--- src/rtl/mdma_wr_pkg.sv ---
package mdma_wr_pkg;

    typedef enum logic [2:0] {
        ST_IDLE,
        ST_SETUP,
        ST_ACTIVE,
        ST_RECOVER,
        ST_RELEASE
    } seq_state_e;

    // A programmed count of zero still lasts one cycle.
    function automatic int unsigned at_least_one(input int unsigned v);
        return (v == 0) ? 1 : v;
    endfunction

    function automatic int unsigned larger(input int unsigned a, input int unsigned b);
        return (a > b) ? a : b;
    endfunction

    // Count reduced by cut, never below one cycle.
    function automatic int unsigned shortened(input int unsigned v, input int unsigned cut);
        return (v > cut) ? (v - cut) : 1;
    endfunction

endpackage

--- src/rtl/mdma_wr_phase_timer.sv ---
module mdma_wr_phase_timer #(
    parameter int CW = 8
) (
    input  logic          clk,
    input  logic          rst_n,
    input  logic          load,
    input  logic [CW-1:0] load_val,
    output logic          done
);
    logic [CW-1:0] cnt_d, cnt_q;

    // done marks the final cycle of the loaded interval; the count rests at one.
    always_comb begin
        cnt_d = cnt_q;
        if (load) begin
            cnt_d = load_val;
        end else if (cnt_q > CW'(1)) begin
            cnt_d = cnt_q - CW'(1);
        end
    end

    always_ff @(posedge clk or negedge rst_n) begin
        if (!rst_n) cnt_q <= CW'(1);
        else        cnt_q <= cnt_d;
    end

    assign done = (cnt_q == CW'(1));

    assert_timer_floor_R11: assert property (@(posedge clk) disable iff (!rst_n)
        cnt_q != '0);
endmodule

--- src/rtl/mdma_wr_bufctl.sv ---
module mdma_wr_bufctl #(
    parameter int TW = 8
) (
    input  logic          clk,
    input  logic          rst_n,
    input  logic          ack,
    input  logic [TW-1:0] on_dly,
    input  logic [TW-1:0] off_dly,
    output logic          buf_en
);
    import mdma_wr_pkg::*;

    typedef struct packed {
        logic          ack_prev;
        logic          en;
        logic [TW-1:0] on_left;
        logic [TW-1:0] off_left;
    } buf_t;

    buf_t r_d, r_q;
    logic rise, fall;
    logic [TW-1:0] on_eff, off_eff;

    assign rise    = ack && !r_q.ack_prev;
    assign fall    = !ack && r_q.ack_prev;
    assign on_eff  = TW'(at_least_one(32'(on_dly)));
    assign off_eff = TW'(at_least_one(32'(off_dly)));

    always_comb begin
        r_d = r_q;
        r_d.ack_prev = ack;
        if (rise) begin
            r_d.off_left = '0;
            if (on_eff == TW'(1)) begin
                r_d.en      = 1'b1;
                r_d.on_left = '0;
            end else begin
                r_d.on_left = on_eff - TW'(1);
            end
        end else if (fall) begin
            r_d.on_left = '0;
            if (off_eff == TW'(1)) begin
                r_d.en       = 1'b0;
                r_d.off_left = '0;
            end else begin
                r_d.off_left = off_eff - TW'(1);
            end
        end else begin
            if (r_q.on_left != '0) begin
                r_d.on_left = r_q.on_left - TW'(1);
                if (r_q.on_left == TW'(1)) r_d.en = 1'b1;
            end
            if (r_q.off_left != '0) begin
                r_d.off_left = r_q.off_left - TW'(1);
                if (r_q.off_left == TW'(1)) r_d.en = 1'b0;
            end
        end
    end

    always_ff @(posedge clk or negedge rst_n) begin
        if (!rst_n) r_q <= '0;
        else        r_q <= r_d;
    end

    assign buf_en = r_q.en;

    assert_buf_on_in_ack_R10: assert property (@(posedge clk) disable iff (!rst_n)
        $rose(buf_en) |-> $past(ack));
    assert_buf_off_after_ack_R10: assert property (@(posedge clk) disable iff (!rst_n)
        $fell(buf_en) |-> !$past(ack));
endmodule

--- src/rtl/mdma_wr_sequencer.sv ---
module mdma_wr_sequencer #(
    parameter int DW  = 16,
    parameter int TW  = 8,
    parameter int WCW = 16
) (
    input  logic           clk,
    input  logic           rst_n,
    input  logic           xfer_go,
    input  logic [WCW-1:0] xfer_words,
    input  logic [TW-1:0]  cfg_setup,
    input  logic [TW-1:0]  cfg_active,
    input  logic [TW-1:0]  cfg_recover,
    input  logic [TW-1:0]  cfg_hold,
    input  logic [TW-1:0]  cfg_buf_on,
    input  logic [TW-1:0]  cfg_buf_off,
    input  logic           wr_valid,
    input  logic [DW-1:0]  wr_data,
    output logic           wr_ready,
    input  logic           dev_req,
    output logic           dev_ack,
    output logic           strobe_n,
    output logic [DW-1:0]  wdata_out,
    output logic           buf_en
);
    import mdma_wr_pkg::*;

    localparam int FIRST_CUT = 2;

    typedef struct packed {
        logic [TW-1:0] setup;
        logic [TW-1:0] active;
        logic [TW-1:0] recover;
        logic [TW-1:0] hold;
        logic [TW-1:0] buf_on;
        logic [TW-1:0] buf_off;
    } cfg_t;

    typedef struct packed {
        seq_state_e     state;
        cfg_t           cfg;
        logic [WCW-1:0] rem;
        logic [DW-1:0]  data;
        logic           ack;
        logic           strobe_n;
        logic           first;
    } seq_t;

    seq_t r_d, r_q;
    logic          tmr_load;
    logic [TW-1:0] tmr_val;
    logic          tmr_done;
    logic          ready_c;
    cfg_t          cfg_in;

    assign cfg_in = '{setup: cfg_setup, active: cfg_active, recover: cfg_recover,
                      hold: cfg_hold, buf_on: cfg_buf_on, buf_off: cfg_buf_off};

    mdma_wr_phase_timer #(.CW(TW)) u_timer (
        .clk      (clk),
        .rst_n    (rst_n),
        .load     (tmr_load),
        .load_val (tmr_val),
        .done     (tmr_done)
    );

    always_comb begin
        r_d      = r_q;
        tmr_load = 1'b0;
        tmr_val  = TW'(1);
        ready_c  = 1'b0;
        case (r_q.state)
            ST_IDLE: begin
                if (xfer_go && dev_req && (xfer_words != '0)) begin
                    r_d.cfg   = cfg_in;
                    r_d.rem   = xfer_words;
                    r_d.ack   = 1'b1;
                    r_d.first = 1'b1;
                    r_d.state = ST_SETUP;
                    tmr_load  = 1'b1;
                    tmr_val   = TW'(at_least_one(32'(cfg_setup)));
                end
            end
            ST_SETUP, ST_RECOVER: begin
                if (tmr_done) begin
                    ready_c = 1'b1;
                    if (wr_valid) begin
                        r_d.data     = wr_data;
                        r_d.strobe_n = 1'b0;
                        r_d.state    = ST_ACTIVE;
                        tmr_load     = 1'b1;
                        tmr_val      = TW'(at_least_one(32'(r_q.cfg.active)));
                    end
                end
            end
            ST_ACTIVE: begin
                if (tmr_done) begin
                    r_d.strobe_n = 1'b1;
                    r_d.rem      = r_q.rem - WCW'(1);
                    tmr_load     = 1'b1;
                    if ((r_q.rem == WCW'(1)) || !dev_req) begin
                        r_d.state = ST_RELEASE;
                        tmr_val   = TW'(at_least_one(larger(32'(r_q.cfg.recover),
                                                           32'(r_q.cfg.hold))));
                    end else begin
                        r_d.state = ST_RECOVER;
                        r_d.first = 1'b0;
                        if (r_q.first)
                            tmr_val = TW'(shortened(32'(r_q.cfg.recover), FIRST_CUT));
                        else
                            tmr_val = TW'(at_least_one(32'(r_q.cfg.recover)));
                    end
                end
            end
            ST_RELEASE: begin
                if (tmr_done) begin
                    r_d.ack   = 1'b0;
                    r_d.state = ST_IDLE;
                end
            end
            default: r_d.state = ST_IDLE;
        endcase
    end

    always_ff @(posedge clk or negedge rst_n) begin
        if (!rst_n) begin
            r_q          <= '0;
            r_q.state    <= ST_IDLE;
            r_q.strobe_n <= 1'b1;
        end else begin
            r_q <= r_d;
        end
    end

    mdma_wr_bufctl #(.TW(TW)) u_buf (
        .clk     (clk),
        .rst_n   (rst_n),
        .ack     (r_q.ack),
        .on_dly  (r_q.cfg.buf_on),
        .off_dly (r_q.cfg.buf_off),
        .buf_en  (buf_en)
    );

    assign wr_ready  = ready_c;
    assign dev_ack   = r_q.ack;
    assign strobe_n  = r_q.strobe_n;
    assign wdata_out = r_q.data;

    assert_ack_needs_req_R1: assert property (@(posedge clk) disable iff (!rst_n)
        $rose(dev_ack) |-> ($past(dev_req) && $past(xfer_go)));
    assert_strobe_under_ack_R3: assert property (@(posedge clk) disable iff (!rst_n)
        !strobe_n |-> dev_ack);
    assert_data_hold_R5: assert property (@(posedge clk) disable iff (!rst_n)
        (!strobe_n && !$past(strobe_n)) |-> $stable(wdata_out));
    assert_ready_in_high_phase_R6: assert property (@(posedge clk) disable iff (!rst_n)
        wr_ready |-> (dev_ack && strobe_n));
    assert_no_strobe_past_count_R7: assert property (@(posedge clk) disable iff (!rst_n)
        $fell(strobe_n) |-> ($past(r_q.rem) != '0));
    assert_release_strobe_high_R9: assert property (@(posedge clk) disable iff (!rst_n)
        $fell(dev_ack) |-> (strobe_n && $past(strobe_n)));
endmodule

--- config.mk ---
export PLATFORM = sky130hd
export DESIGN_NAME = mdma_wr_sequencer
export DESIGN_NICKNAME = d
export VERILOG_FILES = /design/src/rtl/mdma_wr_pkg.sv /design/src/rtl/mdma_wr_phase_timer.sv /design/src/rtl/mdma_wr_bufctl.sv /design/src/rtl/mdma_wr_sequencer.sv
export SDC_FILE = /design/constraint.sdc
export NUM_CORES = 1
export LEC_CHECK = 0
export BUFFER_PORTS_ARGS = -buffer_cell sky130_fd_sc_hd__buf_2
export CAP_MARGIN = 25
export CELL_PAD_IN_SITES_DETAIL_PLACEMENT = 1
export CELL_PAD_IN_SITES_GLOBAL_PLACEMENT = 1
export CORE_AREA = 4 4 149 151
export CTS_BUF_LIST = sky130_fd_sc_hd__clkbuf_4 sky130_fd_sc_hd__clkbuf_8 sky130_fd_sc_hd__clkbuf_16
export DETAILED_ROUTE_END_ITERATION = 16
export DIE_AREA = 0 0 153 155
export HOLD_SLACK_MARGIN = 0.05
export MAX_ROUTING_LAYER = met4
export PLACE_DENSITY_LB_ADDON = 0.1
export SLEW_MARGIN = 20
export SYNTH_ARGS = -nofsm -noshare
export SYNTH_HDL_FRONTEND = slang
export SYNTH_SLANG_ARGS = --single-unit
--- constraint.sdc ---
create_clock -name clk -period 2.6 [get_ports clk]
set_input_delay 0.39 -clock clk [delete_from_list [all_inputs] [get_ports clk]]
set_output_delay 0.39 -clock clk [all_outputs]
set_load 0.01 [all_outputs]
==> impl_metrics.yaml <==
yosys:
  postSynthAreaPerCell_um2: 8.37
  synth-seq-cells: 104
  netlist.top_cell.by_area: "dfrtp_1"
  yosysUniqueCellTypes: 65
  synth_edf_count: 0
  async_flop_share_pct: 100
  ys.warnings.count: 0
  syn_nets: 849
  synth.top_cell.area_share_pct: 41.1
  cells_after_synth: 742
  synth_seq_area_share_pct: 42.0
  post_synthesis_instance_area_um2: 6210
  largest_cells_by_area_after_synthesis: "dfrtp_1 41%, nand2_1 11%, ha_1 4.4%"
  ys_dominant_reg_cell: "dfrtp_1"
critical_path:
  worst_setup_path_start_kind: "register"
  endpoint_kind: "primary output"
  worst-r2r-cell-count: 10
  critical_path.n_buffers_inverters: 1
  worst-setup-path-type: "reg2out"
  worst_r2r_startpoint: "r_q[45]$_DFFE_PN0P_"
  worstPathArrival_ns: 2.02
  slowest_delay_ns: 0.56
  critPathTopFamily: "simple AND/OR/NAND/NOR gates"
  cp.required_ns: 2.21
  critical_path_fanouts_max: 6
  r2r-end: "u_buf.r_q[14]$_DFFE_PN0P_"
  crit_path_cell_trace: "ha_1, nor3b_1, nand2_1, nor2_1, buf_2"
  crit_path_top_delay_cell: "dfstp_2"
  setup.reg_to_reg.worst_slack_ns: 0.23
pwr:
  clock_power_share_pct: 46.5
  worst_vdd_drop_mv: 0.317
  power.switching_fraction_pct: 23.3
  power_per_cell_area_nw_per_um2: 447
  p_comb_share_pct: 4.6
  p_seq_share_pct: 48.8
  p_int_mw: 2.54
  switching_power_uw: 772
  p_leak_nw: 3.73
die:
  initial_core_util_pct: 29.8
  die_height_um: 155
  floorplan.rows: 53
  chipWidth_um: 153
  design.die.area_um2: 23700
  floorplan.core_area_um2: 20800
  num_io_pins: 105
timing:
  max_freq_mhz: 415
  period_minus_slack_ns: 2.41
  clock-skew-final_ns: 0.0104
  rsz_0062_raised_after_global_routing: "no"
  slew_violations: 0
  finalSetupViolCount: 0
  timing_worst_slew_pin_value_ns: 0.614
  max-slew-margin-rel_pct: 59.1
  totalNegativeSetupSlack_ns: 0
  total_count_of_hold_check_failures_in_the_final_report: 0
  finalCritPeriodShare_pct: 92.7
  final.setup.worst_slack_ns: 0.189
global_route:
  grt.met3_usage_pct: 2.34
  grt_remaining_overflow: 0
  grt_use_total_pct: 17.0
  gr-max-usage-layer: "met2"
  wire_length_of_the_first_global_routing_pass_um: 32000
  vias_in_the_first_global_route: 6066
  antenna_found_initial: 0
  gr-usage-met2_pct: 28.7
  groute.layer.met1.usage_pct: 21.5
  pin_count_of_the_biggest_net_entering_global_routing: 38
min_path:
  worst_hold_startpoint: "wr_data[3]"
  hold-path-endpoint: "wdata_out[3]$_DFFE_PN0P_"
  holdPathStages: 3
  hold_class: "in2reg"
final_layout:
  finalCoreUtilization_pct: 35.6
  insertedDiodeCount: 0
  area.growth.synth_to_final_pct: 19.3
  fin_area_um2: 7400
  final_net_count: 950
  finish.cell_count_without_fillers: 1123
  layout-drive-gt1-share_pct: 19.6
cts:
  cts_max_level: 3
  cts.sink_count: 104
  clock_pin_slew_reported_for_the_worst_setup_and_hold_paths_after_clock_tree_synthesis_ns: 0.08
  clk-insertion-delay-late_ns: 0.37
  total_clock_buffers_created_by_cts: 9
  postCtsSetupRepairBufs: 0
  tritoncts: "yes"
  clock_tree.buffer_depth: 2
  clock-root-buffer: "clkbuf_16"
route:
  final_antenna_net_count: 0
  drc: 0
  routed_wire_length_per_instance_um: 17.3
  vias_per_cell: 5.04
  route.final.wire_length_um: 19500
  detail_route.iter0.violations: 354
  drtPass1Iterations: 4
  routed-via-count: 5661
outcome:
  status: "finished clean"
placed_design:
  dpl-instance-area_um2: 7060
  dp_worst_setup_slack_ns: 0.149
  dp.cells: 1106
  place_congestion: 0.861
  portBuffers: 104
  post-dp-hpwl_um: 15200
flow_run:
  max_cap_viol_count: 0
[per-stage QoR]
| stage | hold slack (ns) | power [mW] |
|---|---|---|
| 3_5_place_dp | 0.341 | 1.80 |
| 6_report | 0.215 | 3.31 |
| 5_1_grt | 0.213 | 3.45 |
| 3_3_place_gp | 0.339 | 1.80 |
| 4_1_cts | 0.202 | 3.38 |
| 2_1_floorplan | 0.0944 | 1.67 |
[layout make-up]
| cell class | count | area [um^2] |
|---|---|---|
| clock buffers | 9 | 225 |
| clock inverters | 7 | 103 |
| fillers | 2548 | 13400 |
| inverters | 32 | 120 |
| multi-input cells | 563 | 3250 |
| flip-flops and latches | 104 | 2610 |
| well taps | 275 | 344 |
| repair buffers | 133 | 756 |
[state kept, by name, indices dropped and copies added (netlist names)]
register       cells
u_buf.r_q         17
u_timer.cnt_q      8
wdata_out         16
strobe_n           1
r_q               60
u_buf.buf_en       1
dev_ack            1
[layout by cell type, fill, tap and decap left out, drive strengths merged, types with 6 or more instances in the layout]
master	instances
clkbuf	9
nand2b	8
o211ai	6
xor2	18
a22oi	14
inv	34
o21ai	50
nand2	176
nor4	18
a22o	6
ha	22
buf	132
nor3	21
nor2	60
xnor2	10
or3	6
dfrtp	102
a31oi	11
nand3	11
a21oi	44
[per-layer routing]
metal / wire [um] / vias to the layer above / share of wire (%)
li1: - / 2774 / -
met1: 8900 / 2778 / 46
met2: 9680 / 92 / 50
met3: 578 / 17 / 3.0
met4: 306 / 0 / 1.6
met5: 0 / - / 0
[worst min-delay path: cells and delay by family]
| kind | cells | cell delay, ns |
|---|---|---|
| buffers and inverters | 1 | 0.07 |
| AND/OR/NAND/NOR | 2 | 0.09 |
[worst max path at each step]
stage	from	end	slack, ns	cells past startpoint
after floorplan	r_q[46]$_DFFE_PN0P_	u_buf.r_q[14]$_DFFE_PN0P_	0.37	10
after global placement	r_q[56]$_DFFE_PN0P_	u_timer.cnt_q[0]$_DFFE_PN1P_	0.21	8
after detailed placement	r_q[64]$_DFFE_PN0P_	u_timer.cnt_q[0]$_DFFE_PN1P_	0.15	7
after CTS	r_q[64]$_DFFE_PN0P_	u_timer.cnt_q[0]$_DFFE_PN1P_	0.11	7
after global routing	r_q[45]$_DFFE_PN0P_	u_buf.r_q[14]$_DFFE_PN0P_	0.03	10
final	u_timer.cnt_q[0]$_DFFE_PN1P_	wr_ready	0.19	5
[power groups by stage]
stage	registers, mW	clock network [mW]	logic, mW
detailed placement	1.65	0	0.155
global route	1.62	1.66	0.171
CTS	1.62	1.60	0.157
global placement	1.65	0	0.154
finish	1.62	1.54	0.153
floorplan	1.65	0	0.0232
[what timing repair did]
item,in CTS,in global routing
hold buffers,1,0
hold endpoints to repair,22,0
gates resized for setup,0,2
endpoints found under the setup margin,0,1
[Yosys cell counts (5+ instances only)]
library cell	number
inv_1	32
o21ai_0	39
o31ai_1	5
nand3_1	11
nor3_2	5
clkbuf_1	15
nor2_1	60
a22oi_1	14
nor3_1	16
nand2b_1	8
a31oi_1	11
a211oi_1	5
o21ai_1	11
dfrtp_1	102
a22o_1	6
nand4_1	5
and2_1	5
o211ai_1	6
ha_1	22
buf_4	17
or3_1	6
xor2_1	18
nor4_1	17
nand2_1	176
a21oi_1	42
a32oi_1	5
xnor2_1	10
buf_2	11
[logic make-up after synthesis]
family                     count (synthesis)  share of synthesized area (%)
adders and majority gates                 23                           4.59
and+or+nand+nor                          336                           25.2
buffers and inverters                     75                           5.78
xor gates and xnor gates                  28                           3.95
muxes                                      2                          0.322
AOI/OAI and AO/OA                        174                           18.2
DFF                                      104                           42.0
No activity file was read; power rests on OpenSTA's default activity.
